--- config.mk ---
export PLATFORM = sky130hd
export DESIGN_NAME = rst_release_seq
export DESIGN_NICKNAME = d
export VERILOG_FILES = /design/src/rtl/rst_seq_pkg.sv /design/src/rtl/rst_delay_counter.sv /design/src/rtl/rst_fanout_cascade.sv /design/src/rtl/rst_release_seq.sv
export SDC_FILE = /design/constraint.sdc
export NUM_CORES = 1
export LEC_CHECK = 0
export ABC_AREA = 1
export BUFFER_PORTS_ARGS = -buffer_cell sky130_fd_sc_hd__buf_4
export CORE_AREA = 2 2 39 41
export DETAILED_ROUTE_END_ITERATION = 8
export DIE_AREA = 0 0 41 43
export PLACE_DENSITY = 0.4
export SLEW_MARGIN = 20
export SYNTH_ARGS = -nofsm -noshare
export SYNTH_HDL_FRONTEND = slang
export SYNTH_SLANG_ARGS = --single-unit
--- constraint.sdc ---
create_clock -name clk -period 0.9 [get_ports clk]
set_input_delay 0.045 -clock clk [delete_from_list [all_inputs] [get_ports clk]]
set_output_delay 0.045 -clock clk [all_outputs]
set_load 0.02 [all_outputs]
--- src/rtl/rst_seq_pkg.sv ---
package rst_seq_pkg;

  // Number of register copies in cascade stage k when each register feeds `branch` children.
  function automatic int stage_width(input int branch, input int k);
    int w;
    w = 1;
    for (int i = 0; i < k; i++) w = w * branch;
    return w;
  endfunction

  // Edges from pin release to synchronous release of the leaves.
  function automatic int release_latency(input int cycles, input int stages);
    return cycles + stages;
  endfunction

  // Width of a counter that must hold values 0..limit.
  function automatic int count_bits(input int limit);
    return (limit < 2) ? 1 : $clog2(limit + 1);
  endfunction

endpackage

--- src/rtl/rst_delay_counter.sv ---
module rst_delay_counter
  import rst_seq_pkg::*;
#(
  parameter int COUNT = 4
) (
  input  logic clk,
  input  logic rst_n,
  output logic hold_o
);
  localparam int CW = count_bits(COUNT);

  logic [CW-1:0] cnt;
  logic          done;

  assign done   = (cnt == CW'(COUNT));
  assign hold_o = ~done;

  always_ff @(posedge clk or negedge rst_n) begin
    if (!rst_n)      cnt <= '0;
    else if (!done)  cnt <= cnt + 1'b1;
  end

  AST_COUNT_STEP: assert property (@(posedge clk) disable iff (!rst_n)
    !done |=> (cnt - $past(cnt)) == CW'(1));

  AST_COUNT_HOLD: assert property (@(posedge clk) disable iff (!rst_n)
    done |=> (done && $stable(cnt)));

endmodule

--- src/rtl/rst_fanout_cascade.sv ---
module rst_fanout_cascade
  import rst_seq_pkg::*;
#(
  parameter int STAGES = 2,
  parameter int BRANCH = 4
) (
  input  logic clk,
  input  logic rst_n,
  input  logic hold_i,
  output logic [stage_width(BRANCH, STAGES-1)-1:0] leaves_o,
  output logic ready_o
);
  localparam int LEAVES = stage_width(BRANCH, STAGES-1);

  for (genvar k = 0; k < STAGES; k++) begin : g_stage
    localparam int W = stage_width(BRANCH, k);
    logic [W-1:0] q;
    for (genvar i = 0; i < W; i++) begin : g_reg
      logic parent;
      if (k == 0) begin : g_root
        assign parent = hold_i;
      end else begin : g_child
        assign parent = g_stage[k-1].q[i / BRANCH];
      end
      always_ff @(posedge clk or negedge rst_n) begin
        if (!rst_n) q[i] <= 1'b1;
        else        q[i] <= parent;
      end
    end
  end

  assign leaves_o = g_stage[STAGES-1].q;

  // Ready flop sits at leaf depth and shares the parent of leaf 0.
  logic ready_src;
  if (STAGES == 1) begin : g_rdy_root
    assign ready_src = hold_i;
  end else begin : g_rdy_child
    assign ready_src = g_stage[STAGES-2].q[0];
  end

  always_ff @(posedge clk or negedge rst_n) begin
    if (!rst_n) ready_o <= 1'b0;
    else        ready_o <= ~ready_src;
  end

  AST_LEAVES_ALIGNED: assert property (@(posedge clk) disable iff (!rst_n)
    (leaves_o == '0) || (leaves_o == {LEAVES{1'b1}}));

endmodule

--- src/rtl/rst_release_seq.sv ---
module rst_release_seq
  import rst_seq_pkg::*;
#(
  parameter int RELEASE_CYCLES = 4,
  parameter int STAGES         = 2,
  parameter int BRANCH         = 4
) (
  input  logic clk,
  input  logic rst_pin_n,
  output logic arst_n_o,
  output logic [stage_width(BRANCH, STAGES-1)-1:0] srst_o,
  output logic ready_o
);
  localparam int LEAVES = stage_width(BRANCH, STAGES-1);
  localparam int LAT    = release_latency(RELEASE_CYCLES, STAGES);
  localparam int LW     = count_bits(LAT);

  // Asynchronous path: straight from the pin, both edges.
  assign arst_n_o = rst_pin_n;

  logic count_hold;

  rst_delay_counter #(
    .COUNT (RELEASE_CYCLES)
  ) u_counter (
    .clk    (clk),
    .rst_n  (rst_pin_n),
    .hold_o (count_hold)
  );

  rst_fanout_cascade #(
    .STAGES (STAGES),
    .BRANCH (BRANCH)
  ) u_cascade (
    .clk      (clk),
    .rst_n    (rst_pin_n),
    .hold_i   (count_hold),
    .leaves_o (srst_o),
    .ready_o  (ready_o)
  );

  // Edge count since release, saturating at LAT; observation only.
  logic [LW-1:0] since_rel;
  always_ff @(posedge clk or negedge rst_pin_n) begin
    if (!rst_pin_n)                 since_rel <= '0;
    else if (since_rel != LW'(LAT)) since_rel <= since_rel + 1'b1;
  end

  AST_NO_EARLY_RELEASE: assert property (@(posedge clk) disable iff (!rst_pin_n)
    (since_rel < LW'(LAT)) |-> (srst_o == {LEAVES{1'b1}}));

  AST_RELEASE_ON_TIME: assert property (@(posedge clk) disable iff (!rst_pin_n)
    $fell(srst_o[0]) |-> (since_rel == LW'(LAT)));

  AST_READY_WITH_RELEASE: assert property (@(posedge clk) disable iff (!rst_pin_n)
    ready_o == (srst_o == '0));

  AST_RELEASE_HELD: assert property (@(posedge clk) disable iff (!rst_pin_n)
    ready_o |=> (ready_o && srst_o == '0));

endmodule

======== Yosys cells after proc, flatten, opt, wreduce, memory -nomap -nowiden ========
Index checks and enable logic that the tools add are counted.
storage, ports and cells
  register bits after elaboration ......... 6
  bits of input ports ..................... 2
  logic and storage cells ................. 8
cells by class
  $add $sub $neg .......................... 1
  equal/unequal tests ..................... 1
  bitwise logic cells ..................... 2
operators by type and width
  operator             number
  $add 3x1->3 const B  1
  $eq 3x3->1 const B   1
  $not 1->1            2

======== Longest topological paths before layout ========
Gate-level depths: netlist of the first run.
  depth in word-level cells ............... 2
  mapped depth ............................ 5
  mapped depth without buffers ............ 5

======== Hierarchy ========
From an unflattened synthesis of the first run, not the netlist that was laid out.
second synthesis, totals
  cells, all modules ...................... 27
  area total of the unflattened synthesis .. 270.3 µm²
by module, submodules not included
  module              instances  cells each  area each (µm²)
  rst_delay_counter   1          19          158.9
  rst_fanout_cascade  1          7           103.8
  rst_release_seq     1          1           7.5

======== Least setup slack after synthesis of the first run ========
Ideal clock, no wire load.
  path kind ............................... flip-flop to flip-flop
  start point ............................. register u_counter.cnt[0]
  end point ............................... register u_counter.cnt[0]
  library setup time ...................... 0.117 ns
  data arrival time ....................... 0.786 ns
  path slack .............................. -0.002 ns
  stages on the path, launching flop included .. 6
  path buffers ............................ 0
  clock period less this slack ............ 0.902 ns
  cell sequence ........................... dfrtp_1 inv_1 ha_1 nand2_2 nand2_1 nand2_1
between the ends
  word-level cells in the longest chain between the ends .. 1
  elaborated cells on any way between the ends .. 2
  those cells by class .................... add/sub (1); eq/ne (1)
RTL lines
  what                                              line                                              text
  start, declared                                   rst_delay_counter.sv:12                           logic [CW-1:0] cnt;
  start signal, assigned                            rst_delay_counter.sv:20                           else if (!done) cnt <= cnt + 1'b1;
  $add 3x1->3 / $eq 3x3->1 (equally long branches)  rst_delay_counter.sv:20, rst_delay_counter.sv:15
Several ways; a longest one is shown, not always the timed one.
A chain may end at the register's enable or synchronous reset.

======== Final worst setup path of the first run ========
  start point ............................. register u_cascade.g_stage[1].q[2] (netlist: u_cascade.leaves_o[2])
  end point ............................... output srst_o[2]
RTL lines
  what                             line                      text
  start, declared                  rst_fanout_cascade.sv:17  logic [W-1:0] q;
  start signal, assigned by index  rst_fanout_cascade.sv:27  else q[i] <= parent;
  end, declared                    rst_release_seq.sv:11     output logic [stage_width(BRANCH, STAGES-1)-1:0] srst_o,
No word-level cell between the ends.

==> metrics.cfg, run 1 <==
[cells_and_area]
fin_cells=55
insertedDiodeCount=0
final_cell_mix=buf_4, nand2_2, dfrtp_1
fin_nets=44
area_growth_pct=61.1
final_util=0.315
final_layout_size_suffix_gt1_frac=0.667
layout_commonest_cell=buf_4

[sta]
relSlewSlack=0.821
fin_crit_ns=0.960
hold_slack_ns=0.200
rsz0062_at_grt=true
slew_violations=0
report.final.hold_viol_count=0
setup_viol=7
fin_crit_sh=1.07
worstMarginPinSlew_ns=0.267
fin_skew_ns=0.00692
fin_ws_ns=-0.0602
fmax_ghz=1.04

[synth]
synth_fp_nets=31
yosys_warnings=0
avgSynthCellArea_sq_um=10.0
yosysUniqueCellTypes=8
netlist_area_sq_um=270
synth_seq_area_share=0.565
synth-seq-cells=6
synthCells=27

[clocking]
h-tree-depth=1
cts.clk_slew.worst_paths_ns=0.05
cts_root_buf=clkbuf_4
clk_latency_ns=0.24
cts_sinks=6
cts_buffer_depth=2
numCtsBuffers=3
cts_tree=done

[detailed_routing]
drt-initial-drc-count=0
postRouteAntennaNets=0
num_vias=207
finalWirelength_microns=498
drc=0
drt-wirelength-per-cell_microns=9.05
dr.pass1.iters=1
via_per_inst=3.76

[floorplan]
die_w_microns=41
num_rows=14
die-area_sq_um=1760
ios=8
start_util=0.195
coreArea_sq_um=1380
die-height_microns=43

[grt]
grt_overflow=0
grt_use_total=0.0607
grt_antenna_before_repair=0
grt_pass1_vias=178
grt_max_degree=7
grt_pass1_wl_microns=648

[setup_path]
path_buf_inv=1
critPathLaunchType=flip-flop
path_class=flip-flop to output pin
cp.required_ns=0.85
slowest_stage=dfstp_2
critPathLaunch=u_cascade.leaves_o[2]
worstSetupEndpointType=output pin
crit_chain=buf_4
critPathTopFamily=flip-flops
critPathMaxStageDelay_ns=0.54
crit_arrival_ns=0.92
timing.rr.start=u_counter.cnt[1]
path_max_fanout=4

[power_and_ir_drop]
p_per_area_nw_per_um2=1270
leakage_nw=0.207
vdd.ir_drop.worst_mv=0.464

[min_path]
hp-class=primary input to asynchronous set/reset pin

[run_status]
violations=negative setup slack
status=complete, but fails checks

[place]
port_buffers=7
gp_congestion=0.612
dpl.cell_count=46

[run]
cap_viol_max_count=0

synthesized netlist by cell type:
| master | n | area (sq um) |
|---|---|---|
| dfrtp_1 | 4 | 100 |
| inv_1 | 5 | 18.8 |
| dfstp_2 | 2 | 52.6 |
| buf_4 | 4 | 30.0 |
| ha_1 | 2 | 25.0 |
| nand3_1 | 3 | 15.0 |
| nand2_1 | 6 | 22.5 |
| nand2_2 | 1 | 6.26 |
report_power, final:
group | internal, mW | switching [mW]
Sequential | 0.271 | 0
Clock | 0.168 | 0.0981
Combinational | 0.00852 | 0.00946
metal layers:
layer / wire length [microns] / share of wire / GRT usage
met1: 177 / 0.36 / 0.0528
met2: 281 / 0.56 / 0.0906
met3: 39 / 0.078 / 0.0314
met4: 0 / 0 / 0.0600
met5: 0 / 0 / 0
cell type report:
cell class	count	area, sq um
flip-flops and latches	6	153
clock buffers	4	26.3
repair buffers	12	104
inverters	5	18.8
well taps	16	20.0
fillers	155	948
multi-input cells	12	114
final timing paths:
check | endpoint | slack [ns] | cells after the start
max in group asynchronous | u_cascade.g_stage[0].q | 0.42 | 2
setup reg to reg | u_counter.cnt[0] | -0.02 | 5
hold / removal | u_counter.cnt[2] | 0.20 | 2
min in group clk | arst_n_o | 0.30 | 2
setup / recovery | srst_o[2] | -0.06 | 1
hold reg to reg | u_cascade.leaves_o[2] | 0.36 | 0
worst reg2reg max path: stages (launching register included):
cell	delay, ns
dfrtp_1	0.40
inv_2	0.08
ha_4	0.15
nand2_4	0.07
nand2_2	0.07
nand2_2	0.04
cell families (layout without fill, tap and decap cells):
family | Yosys count | after routing | share of synthesized area
adders and majority gates | 2 | 2 | 0.0926
buffers and inverters | 9 | 21 | 0.181
DFF | 6 | 6 | 0.565
and+or+nand+nor | 10 | 10 | 0.162
flip-flops by register name, summed over array words and instances, names as in the netlist:
signal and count:
u_cascade.ready_o 1, u_cascade.leaves_o 1, u_counter.cnt 3, u_cascade.g_stage.q 1
through the flow:
| step | total power, mW | area, sq um | setup TNS [ns] | setup slack [ns] |
|---|---|---|---|---|
| floorplan | 0.281 | 273 | 0 | 0.000487 |
| global placement | 0.290 | 315 | -0.0829 | -0.0455 |
| detailed placement | 0.290 | 315 | -0.158 | -0.0747 |
| CTS | 0.563 | 405 | -0.293 | -0.0728 |
| global route | 0.583 | 435 | -0.534 | -0.0971 |
| finish | 0.555 | 435 | -0.271 | -0.0602 |
timing repair:
action,in CTS,in global routing
pin swaps,2,3
setup endpoints to repair,7,8
hold endpoints to repair,6,0
hold buffers,1,0
resized for setup,6,8
setup buffers,3,1
Note: power is estimated with default switching activity, not from simulation.
==> inputs of run 2 (changes only) <==
--- a/config.mk
+++ b/config.mk
@@ -5,12 +5,11 @@
 export SDC_FILE = /design/constraint.sdc
 export NUM_CORES = 1
 export LEC_CHECK = 0
-export ABC_AREA = 1
 export BUFFER_PORTS_ARGS = -buffer_cell sky130_fd_sc_hd__buf_4
 export CORE_AREA = 2 2 39 41
 export DETAILED_ROUTE_END_ITERATION = 8
 export DIE_AREA = 0 0 41 43
-export PLACE_DENSITY = 0.4
+export PLACE_DENSITY = 0.39
 export SLEW_MARGIN = 20
 export SYNTH_ARGS = -nofsm -noshare
 export SYNTH_HDL_FRONTEND = slang
==> run 2 against run 1 <==
The flow still finishes with violations (negative setup slack); count of clock-buffer cells in the layout did not move; worst hold slack got worse by 0.0079 ns; register-to-register slack worse by 0.16 ns; cell area decreased by 1.1%; global-route usage increased by 0.71 points; sequential cell count unchanged; combinational power hardly changed; worst setup slack worse by 0.12 ns; non-clock buffer count rose by 3; wire length decreased by 4.2%; sequential share of layout area rose by 0.41 points; sequential power is essentially flat; largest power group is now the clock network; highest routed layer unchanged.
==> metrics.cfg, run 2 <==
[setup_path]
crit_arrival_ns=1.22  ; +0.30 ns
cp.required_ns=1.04  ; +0.19 ns
path_max_fanout=2  ; -2
worstSetupEndpointType=flip-flop
critPathLaunchType=flip-flop
path_class=flip-flop to flip-flop

[floorplan]
die-height_microns=43  ; unchanged
die-area_sq_um=1760  ; unchanged
num_rows=14  ; unchanged
coreArea_sq_um=1380  ; unchanged
ios=8  ; unchanged
start_util=0.191  ; -0.00452
die_w_microns=41  ; unchanged

[power_and_ir_drop]
leakage_nw=0.202  ; -2.5%
vdd.ir_drop.worst_mv=0.532  ; +15%
p_per_area_nw_per_um2=1320  ; +3.8%
power.total_mw=0.569  ; +2.6%

[synth]
yosysUniqueCellTypes=11  ; +3
ys.flop_type=dfrtp_1
synthCells=21  ; -22%
netlist_area_sq_um=264  ; -2.3%
synthTopCellsByCount=buf_4, dfrtp_1, inv_1, dfstp_2, ha_1
synth_top_cell_area_share=0.379  ; +0.00878
yosysTopAreaCell=dfrtp_1
synth-async-reset-ratio=1.00  ; unchanged
synth-seq-cells=6  ; unchanged
synth_seq_area_share=0.578  ; +0.0134
synth_area_leaders=dfrtp_1, dfstp_2, buf_4
yosys_warnings=0  ; unchanged
avgSynthCellArea_sq_um=12.6  ; +26%
synth_edf_count=0  ; unchanged
synth_fp_nets=25  ; -19%

[sta]
relSlewSlack=0.813  ; -0.00858
fin_crit_sh=1.20  ; +0.129
fin_skew_ns=0.0170  ; +0.0101 ns
worstMarginPinSlew_ns=0.280  ; +0.0128 ns
fmax_ghz=0.929  ; -11%
fin_ws_ns=-0.176  ; -0.116 ns
fin_crit_ns=1.08  ; +0.116 ns
setup_viol=7  ; unchanged
slew_violations=0  ; unchanged
report.final.hold_viol_count=0  ; unchanged
rsz0062_at_grt=true

[detailed_routing]
via_per_inst=3.62  ; -3.9%
drc=0  ; unchanged
dr.pass1.iters=2  ; +1
num_vias=188  ; -9.2%
drt-wirelength-per-cell_microns=9.17  ; +1.3%
drt-initial-drc-count=2  ; +2
finalWirelength_microns=477  ; -4.2%
postRouteAntennaNets=0  ; unchanged

[place]
dpl.cell_count=44  ; -4.3%
dp_hpwl_microns=328
port_buffers=7  ; unchanged
gp_congestion=0.695  ; +14%
place_ws_ns=-0.149  ; -0.0746 ns

[clocking]
cts_root_buf=clkbuf_4
numCtsBuffers=3  ; unchanged
h-tree-depth=1  ; unchanged
cts_sinks=6  ; unchanged
cts.clk_slew.worst_paths_ns=0.06  ; about the same
cts_buffer_depth=2  ; unchanged
cts_tree=done
clk_latency_ns=0.25  ; about the same

[grt]
grt_pass1_wl_microns=759  ; +17%
grt_overflow=0  ; unchanged
grt_use_total=0.0678  ; +0.00709
grt_pass1_vias=190  ; +6.7%
grt_max_degree=7  ; unchanged
grt_antenna_before_repair=0  ; unchanged

[cells_and_area]
final_cell_mix=buf_4, buf_6, dfrtp_1, clkbuf_4
fin_nets=41  ; -6.8%
insertedDiodeCount=0  ; unchanged
area_growth_pct=63.0
fin_cells=52  ; -5.5%
n_fill_cell=142  ; -8.4%
largest-register=u_counter.cnt
final_layout_size_suffix_gt1_frac=0.694  ; +0.0278
layout_commonest_cell=buf_4
largest_reg_flops=3  ; unchanged

[run_status]
status=complete, but fails checks
violations=negative setup slack

[min_path]
hp-class=primary input to asynchronous set/reset pin

[run]
cap_viol_max_count=0  ; unchanged

run 2: power breakdown:
group	leakage [nW]	switching [mW]	total (mW)	internal, mW
Sequential	0.0661	0	0.271	0.271
Combinational	0.121	0.00972	0.0182	0.00852
Clock	0.0150	0.111	0.280	0.169
run 2: critical path: stages (launching register included):
cell and delay [ns]:
dfrtp_1 0.40, inv_2 0.09, ha_4 0.14, nand2_4 0.05
mux2_4 0.29
run 2: path summary, 6_finish.rpt:
| kind | startpoint | to | slack, ns | cells after the start |
|---|---|---|---|---|
| min in group clk | rst_pin_n | arst_n_o | 0.30 | 2 |
| worst max-delay path | u_counter.cnt[0] | u_counter.cnt[1] | -0.18 | 4 |
| max in group asynchronous | rst_pin_n | u_cascade.g_stage[0].q | 0.41 | 2 |
| worst max register to register | u_counter.cnt[0] | u_counter.cnt[1] | -0.18 | 4 |
| worst min register to register | u_cascade.g_stage[0].q | u_cascade.leaves_o[2] | 0.36 | 0 |
| worst min-delay path | rst_pin_n | u_counter.cnt[0] | 0.19 | 2 |
run 2: cell type report:
cell class,count,area (sq um),share of cell area
multi-input combinational,8,90.1,0.209
sequential,6,153,0.355
clock buffer,4,26.3,0.0610
inverter,3,11.3,0.0262
tap,16,20.0,0.0465
timing repair buffer,15,130,0.302
run 2: cells by family after synthesis:
| kind of cell | count (synthesis) | share of synthesized area |
|---|---|---|
| AND/OR/NAND/NOR | 3 | 0.0616 |
| buffers and inverters | 7 | 0.156 |
| AO/OA/AOI/OAI | 1 | 0.0189 |
| flip-flops | 6 | 0.578 |
| XOR/XNOR | 1 | 0.0332 |
| adder cells (fa/ha/maj) | 2 | 0.0948 |
| multiplexers | 1 | 0.0569 |
run 2: timing repair:
action | CTS | global route
endpoints found under the setup margin | 7 | 8
gates resized for setup | 4 | 1
pin swaps | 1 | 0
setup buffers | 2 | 1
hold endpoints to repair | 6 | 0
hold buffers | 1 | 0
run 2: per-stage QoR:
stage	util	hold slack [ns]	setup TNS, ns	instance area [sq um]
after floorplan	-	-0.251	-0.143	282
final	0.311	0.192	-0.757	430
after global placement	0.256	-0.143	-0.287	354
after detailed placement	0.256	-0.138	-0.316	354
after global routing	0.311	0.217	-1.12	430
after CTS	0.304	0.208	-0.843	420
run 2: metal layers:
metal	up-vias	share of wire	GRT usage
li1	89	-	-
met1	94	0.38	0.0693
met2	5	0.58	0.106
met3	0	0.040	0.0314
met4	0	0	0.0400
met5	-	0	0
